$ cat src/rtl/lacc_pkg.sv
package lacc_pkg;
   localparam int NUM_GEN = 3;
   localparam int CFG_AW  = 5;

   typedef enum logic [1:0] {ST_IDLE, ST_RUN, ST_WB} state_e;
   typedef enum logic [1:0] {BRK_OFF = 2'd0, BRK_ZERO = 2'd1, BRK_NEG = 2'd2, BRK_OFF2 = 2'd3} brk_e;

   localparam logic [CFG_AW-1:0] A_CTRL  = 5'd0;
   localparam logic [CFG_AW-1:0] A_STAT  = 5'd1;
   localparam logic [CFG_AW-1:0] A_BOUND = 5'd2;
   localparam logic [CFG_AW-1:0] A_ITERS = 5'd3;
   localparam logic [CFG_AW-1:0] A_WBADR = 5'd4;
   localparam logic [CFG_AW-1:0] A_ACCLO = 5'd5;
   localparam logic [CFG_AW-1:0] A_ACCHI = 5'd6;
   localparam int GEN_BASE_WORD = 8;

   localparam logic [1:0] F_BASE   = 2'd0;
   localparam logic [1:0] F_STRIDE = 2'd1;
   localparam logic [1:0] F_EN     = 2'd2;
   localparam logic [1:0] F_DATA   = 2'd3;
endpackage

$ cat src/rtl/lacc_agu.sv
module lacc_agu #(
   parameter int ADDR_W = 32,
   parameter int DATA_W = 32
) (
   input  logic              clk,
   input  logic              rst_n,
   input  logic              wr_base,
   input  logic              wr_stride,
   input  logic              wr_en,
   input  logic [DATA_W-1:0] wdata,
   input  logic              load,
   input  logic              adv,
   input  logic [DATA_W-1:0] rdata,
   output logic [ADDR_W-1:0] base_o,
   output logic [ADDR_W-1:0] stride_o,
   output logic [ADDR_W-1:0] addr_o,
   output logic              en_o,
   output logic [DATA_W-1:0] data_o
);
   if (ADDR_W > DATA_W) begin : g_chk_aw
      $error("lacc_agu: ADDR_W must not exceed DATA_W");
   end

   logic [ADDR_W-1:0] base_q, stride_q, addr_q;
   logic              en_q;
   logic [DATA_W-1:0] data_q;

   always_ff @(posedge clk or negedge rst_n) begin
      if (!rst_n) begin
         base_q   <= '0;
         stride_q <= '0;
         addr_q   <= '0;
         en_q     <= 1'b0;
         data_q   <= '0;
      end else begin
         if (wr_base)   base_q   <= wdata[ADDR_W-1:0];
         if (wr_stride) stride_q <= wdata[ADDR_W-1:0];
         if (wr_en)     en_q     <= wdata[0];
         if (load)      addr_q   <= base_q;
         else if (adv)  addr_q   <= addr_q + stride_q;
         if (adv)       data_q   <= rdata;
      end
   end

   assign base_o   = base_q;
   assign stride_o = stride_q;
   assign addr_o   = addr_q;
   assign en_o     = en_q;
   assign data_o   = data_q;


   dis_adv_chk: assert property (@(posedge clk) disable iff (!rst_n) !en_q |-> !adv);
endmodule

$ cat src/rtl/lacc_mac.sv
module lacc_mac #(
   parameter int DATA_W = 32,
   parameter int ACC_W  = 64
) (
   input  logic              clk,
   input  logic              rst_n,
   input  logic              clr,
   input  logic              en,
   input  logic [DATA_W-1:0] a,
   input  logic [DATA_W-1:0] b,
   input  logic [DATA_W-1:0] c,
   output logic [ACC_W-1:0]  acc_o,
   output logic [ACC_W-1:0]  acc_nxt_o
);
   localparam int PROD_W = 2 * DATA_W;

   if (ACC_W < PROD_W) begin : g_chk_acc
      $error("lacc_mac: ACC_W must hold a full product");
   end

   logic signed [PROD_W-1:0] prod;
   logic signed [ACC_W-1:0]  prod_x, c_x, acc_q;

   assign prod   = $signed(a) * $signed(b);
   assign prod_x = ACC_W'(prod);
   assign c_x    = ACC_W'($signed(c));

   always_ff @(posedge clk or negedge rst_n) begin
      if (!rst_n)   acc_q <= '0;
      else if (clr) acc_q <= '0;
      else if (en)  acc_q <= acc_q + prod_x + c_x;
   end

   assign acc_o     = acc_q;
   assign acc_nxt_o = acc_q + prod_x + c_x;
endmodule

$ cat src/rtl/lacc_loopctl.sv
module lacc_loopctl #(
   parameter int CNT_W = 16,
   parameter int ACC_W = 64
) (
   input  logic             clk,
   input  logic             rst_n,
   input  logic             clr,
   input  logic             step,
   input  logic             run,
   input  logic [CNT_W-1:0] bound,
   input  logic [1:0]       brk_sel,
   input  logic [ACC_W-1:0] acc_nxt,
   output logic [CNT_W-1:0] iters_o,
   output logic             finish_o
);
   import lacc_pkg::*;

   logic [CNT_W-1:0] iters_q;
   logic             brk;

   always_comb begin
      case (brk_e'(brk_sel))
         BRK_ZERO: brk = (acc_nxt == '0);
         BRK_NEG:  brk = acc_nxt[ACC_W-1];
         default:  brk = 1'b0;
      endcase
   end

   assign finish_o = step && (((iters_q + CNT_W'(1)) == bound) || brk);

   always_ff @(posedge clk or negedge rst_n) begin
      if (!rst_n)    iters_q <= '0;
      else if (clr)  iters_q <= '0;
      else if (step) iters_q <= iters_q + CNT_W'(1);
   end

   assign iters_o = iters_q;


   iter_bound_chk: assert property (@(posedge clk) disable iff (!rst_n) run |-> (iters_q < bound));
endmodule

$ cat src/rtl/loop_accel_ctrl.sv
module loop_accel_ctrl
   import lacc_pkg::*;
#(
   parameter int DATA_W = 32,
   parameter int ADDR_W = 32,
   parameter int ACC_W  = 64,
   parameter int CNT_W  = 16
) (
   input  logic              clk,
   input  logic              rst_n,
   input  logic              cfg_we,
   input  logic [4:0]        cfg_addr,
   input  logic [DATA_W-1:0] cfg_wdata,
   output logic [DATA_W-1:0] cfg_rdata,
   output logic              mem_req_valid,
   input  logic              mem_req_ready,
   output logic              mem_req_we,
   output logic [ADDR_W-1:0] mem_req_addr,
   output logic [DATA_W-1:0] mem_req_wdata,
   input  logic [DATA_W-1:0] mem_rdata,
   output logic              irq
);
   if (CNT_W > DATA_W) begin : g_chk_cnt
      $error("loop_accel_ctrl: CNT_W must not exceed DATA_W");
   end

   state_e           st_q;
   logic [1:0]       cur_q, brk_q;
   logic [CNT_W-1:0] bound_q, iters;
   logic [ADDR_W-1:0] wbadr_q;
   logic             done_q;

   logic [ADDR_W-1:0] g_base [NUM_GEN];
   logic [ADDR_W-1:0] g_strd [NUM_GEN];
   logic [ADDR_W-1:0] g_addr [NUM_GEN];
   logic [DATA_W-1:0] g_data [NUM_GEN];
   logic [DATA_W-1:0] g_op   [NUM_GEN];
   logic [NUM_GEN-1:0] g_en, g_adv, g_sel;
   logic [ACC_W-1:0]  acc, acc_nxt;

   logic idle, wr_ok, start, clr_done, any_en, has_nxt, rd_hs, iter_end, finish;
   logic [1:0] first_g, nxt_g;

   assign idle     = (st_q == ST_IDLE);
   assign wr_ok    = cfg_we && idle;
   assign start    = wr_ok && (cfg_addr == A_CTRL) && cfg_wdata[0];
   assign clr_done = cfg_we && (cfg_addr == A_STAT) && cfg_wdata[1];
   assign any_en   = |g_en;

   always_comb begin
      first_g = '0;
      nxt_g   = '0;
      has_nxt = 1'b0;
      for (int g = NUM_GEN - 1; g >= 0; g--) begin
         if (g_en[g]) first_g = 2'(g);
         if (g_en[g] && (g > int'(cur_q))) begin
            nxt_g   = 2'(g);
            has_nxt = 1'b1;
         end
      end
   end

   assign rd_hs    = (st_q == ST_RUN) && any_en && mem_req_ready;
   assign iter_end = (st_q == ST_RUN) && (!any_en || (mem_req_ready && !has_nxt));

   for (genvar g = 0; g < NUM_GEN; g++) begin : g_gen
      assign g_sel[g] = wr_ok && (cfg_addr[4:2] == 3'((GEN_BASE_WORD / 4) + g));
      assign g_adv[g] = rd_hs && (cur_q == 2'(g));
      assign g_op[g]  = g_adv[g] ? mem_rdata : g_data[g];

      lacc_agu #(.ADDR_W(ADDR_W), .DATA_W(DATA_W)) u_agu (
         .clk      (clk),
         .rst_n    (rst_n),
         .wr_base  (g_sel[g] && (cfg_addr[1:0] == F_BASE)),
         .wr_stride(g_sel[g] && (cfg_addr[1:0] == F_STRIDE)),
         .wr_en    (g_sel[g] && (cfg_addr[1:0] == F_EN)),
         .wdata    (cfg_wdata),
         .load     (start),
         .adv      (g_adv[g]),
         .rdata    (mem_rdata),
         .base_o   (g_base[g]),
         .stride_o (g_strd[g]),
         .addr_o   (g_addr[g]),
         .en_o     (g_en[g]),
         .data_o   (g_data[g])
      );
   end

   lacc_mac #(.DATA_W(DATA_W), .ACC_W(ACC_W)) u_mac (
      .clk      (clk),
      .rst_n    (rst_n),
      .clr      (start),
      .en       (iter_end),
      .a        (g_op[0]),
      .b        (g_op[1]),
      .c        (g_op[2]),
      .acc_o    (acc),
      .acc_nxt_o(acc_nxt)
   );

   lacc_loopctl #(.CNT_W(CNT_W), .ACC_W(ACC_W)) u_loop (
      .clk     (clk),
      .rst_n   (rst_n),
      .clr     (start),
      .step    (iter_end),
      .run     (st_q == ST_RUN),
      .bound   (bound_q),
      .brk_sel (brk_q),
      .acc_nxt (acc_nxt),
      .iters_o (iters),
      .finish_o(finish)
   );

   always_ff @(posedge clk or negedge rst_n) begin
      if (!rst_n) begin
         st_q    <= ST_IDLE;
         cur_q   <= '0;
         brk_q   <= '0;
         bound_q <= '0;
         wbadr_q <= '0;
         done_q  <= 1'b0;
      end else begin
         if (clr_done) done_q <= 1'b0;
         if (wr_ok && cfg_addr == A_CTRL)  brk_q   <= cfg_wdata[2:1];
         if (wr_ok && cfg_addr == A_BOUND) bound_q <= cfg_wdata[CNT_W-1:0];
         if (wr_ok && cfg_addr == A_WBADR) wbadr_q <= cfg_wdata[ADDR_W-1:0];
         case (st_q)
            ST_IDLE: if (start) begin
               st_q   <= (bound_q == '0) ? ST_WB : ST_RUN;
               cur_q  <= first_g;
               done_q <= 1'b0;
            end
            ST_RUN: begin
               if (rd_hs) cur_q <= has_nxt ? nxt_g : first_g;
               if (finish) st_q <= ST_WB;
            end
            ST_WB: if (mem_req_ready) begin
               st_q   <= ST_IDLE;
               done_q <= 1'b1;
            end
            default: st_q <= ST_IDLE;
         endcase
      end
   end

   always_comb begin
      mem_req_addr = wbadr_q;
      if (st_q != ST_WB) begin
         for (int g = 0; g < NUM_GEN; g++) if (cur_q == 2'(g)) mem_req_addr = g_addr[g];
      end
   end

   assign mem_req_valid = ((st_q == ST_RUN) && any_en) || (st_q == ST_WB);
   assign mem_req_we    = (st_q == ST_WB);
   assign mem_req_wdata = acc[DATA_W-1:0];
   assign irq           = done_q;

   always_comb begin
      cfg_rdata = '0;
      case (cfg_addr)
         A_CTRL:  cfg_rdata = DATA_W'({brk_q, 1'b0});
         A_STAT:  cfg_rdata = DATA_W'({done_q, !idle});
         A_BOUND: cfg_rdata = DATA_W'(bound_q);
         A_ITERS: cfg_rdata = DATA_W'(iters);
         A_WBADR: cfg_rdata = DATA_W'(wbadr_q);
         A_ACCLO: cfg_rdata = acc[DATA_W-1:0];
         A_ACCHI: cfg_rdata = DATA_W'(acc >> DATA_W);
         default: begin
            for (int g = 0; g < NUM_GEN; g++) begin
               if (cfg_addr[4:2] == 3'((GEN_BASE_WORD / 4) + g)) begin
                  case (cfg_addr[1:0])
                     F_BASE:   cfg_rdata = DATA_W'(g_base[g]);
                     F_STRIDE: cfg_rdata = DATA_W'(g_strd[g]);
                     F_EN:     cfg_rdata = DATA_W'(g_en[g]);
                     default:  cfg_rdata = g_data[g];
                  endcase
               end
            end
         end
      endcase
   end


   stall_hold_chk: assert property (@(posedge clk) disable iff (!rst_n)
      mem_req_valid && !mem_req_ready |=> mem_req_valid && $stable(mem_req_addr) && $stable(mem_req_we));

   irq_rise_chk: assert property (@(posedge clk) disable iff (!rst_n)
      $rose(irq) |-> $past(mem_req_valid && mem_req_we && mem_req_ready));

   irq_hold_chk: assert property (@(posedge clk) disable iff (!rst_n)
      irq && !clr_done && !start |=> irq);

   busy_done_chk: assert property (@(posedge clk) disable iff (!rst_n) !(!idle && done_q));
endmodule

$ cat config.mk
export PLATFORM = sky130hd
export DESIGN_NAME = loop_accel_ctrl
export DESIGN_NICKNAME = d
export VERILOG_FILES = /design/src/rtl/lacc_pkg.sv /design/src/rtl/lacc_agu.sv /design/src/rtl/lacc_mac.sv /design/src/rtl/lacc_loopctl.sv /design/src/rtl/loop_accel_ctrl.sv
export SDC_FILE = /design/constraint.sdc
export NUM_CORES = 2
export LEC_CHECK = 0
export ABC_CLOCK_PERIOD_IN_PS = 24200
export BUFFER_PORTS_ARGS = -buffer_cell sky130_fd_sc_hd__buf_4
export CAP_MARGIN = 20
export CORE_MARGIN = 1.5
export CORE_UTILIZATION = 50
export DETAILED_ROUTE_END_ITERATION = 12
export PLACE_DENSITY = 0.76
export SETUP_SLACK_MARGIN = 0.05
export SLEW_MARGIN = 15
export SYNTH_ARGS = -nofsm -noshare
export SYNTH_HDL_FRONTEND = slang
export SYNTH_SLANG_ARGS = --single-unit
export TNS_END_PERCENT = 20
$ cat constraint.sdc
create_clock -name clk -period 24.2 [get_ports clk]
set_input_delay 4.84 -clock clk [delete_from_list [all_inputs] [get_ports clk]]
set_output_delay 4.84 -clock clk [all_outputs]
set_load 0.01 [all_outputs]
==> results.md <==
Logic synthesis:
- A synthesized cell averages 9.423 sq um.
- The synthesized design contains 522 register bits.
- Of the post-synthesis cell area, the dominant cell type holds 35.99%.
- Summed over all instances, the cell type with the most area after synthesis is sky130_fd_sc_hd__fa_1.
- The async set-reset flop share out of synthesis is 100.0%.
- The count of mapped cells out of synthesis is roughly 7,500.
- Yosys mapped a number of flops with a built-in enable equal to 0.
- The part of the Yosys area used for sequential elements is 18.40%.
- The warning count from the yosys run is 0.
- After synthesis, the netlist uses 89 different library cells.
- The commonest register cell after synthesis is sky130_fd_sc_hd__dfrtp_1.
- Counting every net in the synthesized netlist gives 9,205.
- The total standard cell area after synthesis is 70,970 sq um.
- Yosys attributes the largest share of cell area to sky130_fd_sc_hd__fa_1 36%, sky130_fd_sc_hd__dfrtp_1 18%, sky130_fd_sc_hd__inv_1 7.7%.

Critical path:
- For this run, the slowest stage of the critical path takes about 0.96 ns.
- At the worst endpoint, the arrival time is 17.27 ns.
- The critical path's most frequent cell is sky130_fd_sc_hd__fa_1.
- The type of the worst setup path is in2reg.
- Counting cells, the worst reg-to-reg path comes to 32.
- The worst setup path is captured at a flop.
- The data required time at the worst endpoint is 24.76 ns.
- The largest individual stage delay along the critical path comes from the cell sky130_fd_sc_hd__clkinv_1.
- In this run the register-to-register setup slack is around 11 ns.
- The worst setup path is launched from an input port.
- The largest driver fanout on the critical path is 30.

Clocking:
- The number of setup buffers added after CTS is 0.
- The post-CTS resize count is 0.
- After clock tree synthesis, the clock-pin slew on the worst setup and hold paths is about 0.07 ns.
- The number of buffers created by CTS is 56.
- The source-to-sink clock delay at the later pin of the worst-skew pair is 0.69 ns.
- The master cell of the clock root buffer is sky130_fd_sc_hd__clkbuf_16.
- The clock passes through at most 3 buffers.
- CTS built an H-tree with a depth of 2.
- Clock tree synthesis found a total of approximately 520 sinks.
- The clock tree from TritonCTS is yes.
- The cts-stage hold buffer count is 0.

Place:
- The count of input and output buffers is 171.
- Routability-driven placement finished with a final weighted congestion of 1.040.
- Detailed placement finished with a half-perimeter wire length of 201,900 microns.

Die:
- The number of top-level pins is between 150 and 200.
- The region available for standard cell placement spans 141,200 sq um.
- The chip width is 379.8 microns.
- The row count is 138.
- The height of the die is 379.8 microns.
- The starting density of the core is 50.25%.
- The area of the die is between 100,000 and 150,000 sq um.

Timing:
- Hold is met by 0.5011 ns.
- Subtracting the final worst setup slack from the clock period gives 16.71 ns.
- The number of hold-slack violations in the final timing report is 0.
- The worst pin sits at a relative slew slack of 13.70%.
- The slew at the pin closest to its max-slew limit is roughly 1.3 ns.
- The worst setup skew after layout is 0.05686 ns.
- Setup repair after global routing left no endpoint under its margin.
- The final critical path takes up 69.03% of the cycle.
- Setup violations remaining at the end of the flow were counted as 0.
- In the final timing run, aggregate negative setup slack is 0 ns.
- The final-report max-slew violation count was 0.
- Based on the critical path, the design can be clocked at up to 59.86 MHz.

Global route:
- The initial antenna violation count is 17.
- The total overflow reported by the global router is 0.
- Entering global routing, the biggest net connects 159 pins.
- The via count of the first global-routing pass is 59,941.
- The first global-routing pass estimated 382,300 microns of wire.
- Global routing used between 30% and 40% of the available tracks.

Final layout:
- The layout-stage area growth over the synthesis result is 7.480%.
- The fraction of layout instances using a drive strength above 1 is 10.17%.
- Counting the fill cells in the layout gives 12,584.
- The number of nets in the layout is 9,177.

Flow run:
- The max-capacitance violation count is 0.

Outcome:
- The flow ran to the end, and the final reports show no timing, DRC or antenna violations.

Detailed routing:
- The post-route antenna net violation count is 0.
- In the routed design, unresolved DRC markers number 0.
- The average routed wire per standard cell is 27.11 microns.
- The initial detailed-routing violation count is 6,487.
- The detailed-routing iteration count for the pre-antenna-repair pass is 8.
- The detailed router placed 57,266 vias in this run.
- The aggregate routed wire length is 255,900 microns.
- The mean number of vias per cell is 6.066.

Min path:
- Along the worst hold path, the cell count comes to 1.
- The worst hold path class is reg2reg.

Power:
- Dividing total power by cell area gives a power density of around 140 nW/um^2.
- The maximum VDD drop is 0.0001748 V.
- In this run the static leakage power is 0.03782 uW.
## layout by cell type (no fill, tap or decap), types with 21 or more instances in the layout
cell                        Yosys  final
sky130_fd_sc_hd__nand3_1       55     55
sky130_fd_sc_hd__buf_4         34    301
sky130_fd_sc_hd__o21ai_0      297    297
sky130_fd_sc_hd__a21oi_1      192    192
sky130_fd_sc_hd__mux2i_1      183    160
sky130_fd_sc_hd__inv_1       1464   1460
sky130_fd_sc_hd__a21o_1        57     57
sky130_fd_sc_hd__dfrtp_1      522    521
sky130_fd_sc_hd__o21a_1        21     21
sky130_fd_sc_hd__o221ai_1      23     23
sky130_fd_sc_hd__fa_1        1276   1276
sky130_fd_sc_hd__or3_1         42     39
sky130_fd_sc_hd__a22o_1        41     41
sky130_fd_sc_hd__clkbuf_16      0     56
sky130_fd_sc_hd__and3_1        23     23
sky130_fd_sc_hd__and2_1        25     24
sky130_fd_sc_hd__ha_1         324    324
sky130_fd_sc_hd__nor2b_1       27     27
sky130_fd_sc_hd__a22oi_1       75     75
sky130_fd_sc_hd__nand2_1      906    904
sky130_fd_sc_hd__nor2_1       633    624
sky130_fd_sc_hd__nand4_1       33     33
sky130_fd_sc_hd__a221oi_1      28     28
sky130_fd_sc_hd__xor2_1        70     70
sky130_fd_sc_hd__mux2_2       285    285
sky130_fd_sc_hd__o211ai_1      46     46
sky130_fd_sc_hd__clkinv_1      28     30
sky130_fd_sc_hd__o31ai_1       22     22
sky130_fd_sc_hd__nor3_1        46     43
sky130_fd_sc_hd__xnor2_1       94     94
sky130_fd_sc_hd__a211oi_1      21     21
sky130_fd_sc_hd__nand2b_1      35     35
sky130_fd_sc_hd__o22ai_1       37     37
## metal layers
layer,vias up,track usage [%],wire length (microns)
met5,-,0,95
met4,14,26.79,24040
met3,1019,9.782,29790
met2,3641,53.83,112400
met1,29035,43.90,89580
li1,23557,-,-
## report_power, final
| group | internal, uW | total [uW] | switching, uW |
|---|---|---|---|
| sequential | 1140 | 1520 | 383 |
| combinational | 2790 | 7900 | 5110 |
| clock | 523 | 935 | 412 |
| total | 4450 | 10400 | 5910 |
## per-stage QoR
step	utilization (%)	instance area [sq um]	worst slack, ns	power (uW)	instances
final	54.01	76280	7.494	10360	9440
after detailed placement	52.58	74260	7.079	9194	9332
after CTS	53.96	76210	7.686	10170	9435
after global placement	52.56	74240	7.280	9065	9331
after global routing	54.01	76280	7.048	11050	9439
after floorplan	-	70970	8.902	6524	7532
## flip-flops by register name, summed over array words and instances, names as in the netlist
| signal | count |
|---|---|
| bound_q | 16 |
| g_gen.u_agu.addr_o | 96 |
| cur_q | 2 |
| g_gen.u_agu.data_o | 96 |
| brk_q | 2 |
| u_loop.iters_o | 16 |
| g_gen.u_agu.base_o | 96 |
| g_gen.u_agu.en_o | 3 |
| irq | 1 |
| u_mac.acc_o | 64 |
| g_gen.u_agu.stride_o | 96 |
| st_q | 2 |
| wbadr_q | 32 |
## cell type report
class | instances | area [sq um] | share of cell area [%]
Clock buffer | 82 | 1629 | 2.136
Antenna cell | 1 | 2.502 | 0.003280
Tap cell | 1890 | 2365 | 3.100
Clock inverter | 21 | 315.3 | 0.4133
Timing Repair Buffer | 308 | 2392 | 3.136
Inverter | 1494 | 5608 | 7.351
Multi-Input combinational cell | 5122 | 50910 | 66.74
Sequential cell | 522 | 13060 | 17.13
## critical path, delay by kind of cell
| kind | cells | cell delay (ns) |
|---|---|---|
| buffers and inverters | 6 | 2.23 |
| adder cells (fa/ha/maj) | 9 | 4.40 |
| AO/OA/AOI/OAI | 6 | 1.39 |
| multiplexers | 1 | 0.28 |
| AND/OR/NAND/NOR | 10 | 4.06 |
## synthesized netlist by cell type, types with 8 or more instances
cell                       count
sky130_fd_sc_hd__inv_1      1464
sky130_fd_sc_hd__fa_1       1276
sky130_fd_sc_hd__nand2_1     906
sky130_fd_sc_hd__nor2_1      633
sky130_fd_sc_hd__dfrtp_1     522
sky130_fd_sc_hd__ha_1        324
sky130_fd_sc_hd__clkbuf_1    305
sky130_fd_sc_hd__o21ai_0     297
sky130_fd_sc_hd__mux2_2      285
sky130_fd_sc_hd__a21oi_1     192
sky130_fd_sc_hd__mux2i_1     183
sky130_fd_sc_hd__xnor2_1      94
sky130_fd_sc_hd__a22oi_1      75
sky130_fd_sc_hd__xor2_1       70
sky130_fd_sc_hd__a21o_1       57
sky130_fd_sc_hd__nand3_1      55
sky130_fd_sc_hd__buf_1        47
sky130_fd_sc_hd__nor3_1       46
sky130_fd_sc_hd__o211ai_1     46
sky130_fd_sc_hd__or3_1        42
sky130_fd_sc_hd__a22o_1       41
sky130_fd_sc_hd__o22ai_1      37
sky130_fd_sc_hd__nand2b_1     35
sky130_fd_sc_hd__buf_4        34
sky130_fd_sc_hd__nand4_1      33
sky130_fd_sc_hd__a221oi_1     28
sky130_fd_sc_hd__clkinv_1     28
sky130_fd_sc_hd__nor2b_1      27
sky130_fd_sc_hd__and2_1       25
sky130_fd_sc_hd__and3_1       23
sky130_fd_sc_hd__o221ai_1     23
sky130_fd_sc_hd__o31ai_1      22
sky130_fd_sc_hd__a211oi_1     21
sky130_fd_sc_hd__o21a_1       21
sky130_fd_sc_hd__a221o_1      18
sky130_fd_sc_hd__a31oi_1      17
sky130_fd_sc_hd__nor4_1       16
sky130_fd_sc_hd__o21bai_1     12
sky130_fd_sc_hd__a21boi_0      9
sky130_fd_sc_hd__a211o_1       8
sky130_fd_sc_hd__a222oi_1      8
sky130_fd_sc_hd__buf_2         8
## cells by family (layout without fill, tap and decap cells)
family | after synthesis | in the layout | synth area share (%)
AND/OR/NAND/NOR | 1880 | 1880 | 11.10
flip-flops | 522 | 522 | 18.40
multiplexers | 473 | 473 | 7.261
AO/OA/AOI/OAI | 1005 | 1005 | 9.333
adder cells (fa/ha/maj) | 1600 | 1600 | 41.70
buffers and inverters | 1888 | 1905 | 10.18
other | 0 | 1 | 0
XOR/XNOR | 164 | 164 | 2.024
## worst paths after layout
path | start | to
max | mem_req_ready | st_q[1]$_DFFE_PN0P_
min | st_q[1]$_DFFE_PN0P_ | st_q[0]$_DFFE_PN0P_
max reg2reg | g_gen[2].u_agu.en_o$_DFFE_PN0P_ | st_q[1]$_DFFE_PN0P_
min reg2reg | st_q[1]$_DFFE_PN0P_ | st_q[0]$_DFFE_PN0P_
max in group asynchronous | rst_n | g_gen[1].u_agu.data_o[8]$_DFF_PN0_
min in group asynchronous | rst_n | g_gen[2].u_agu.addr_o[25]$_DFFE_PN0P_
(Power assumes the default switching activity.)
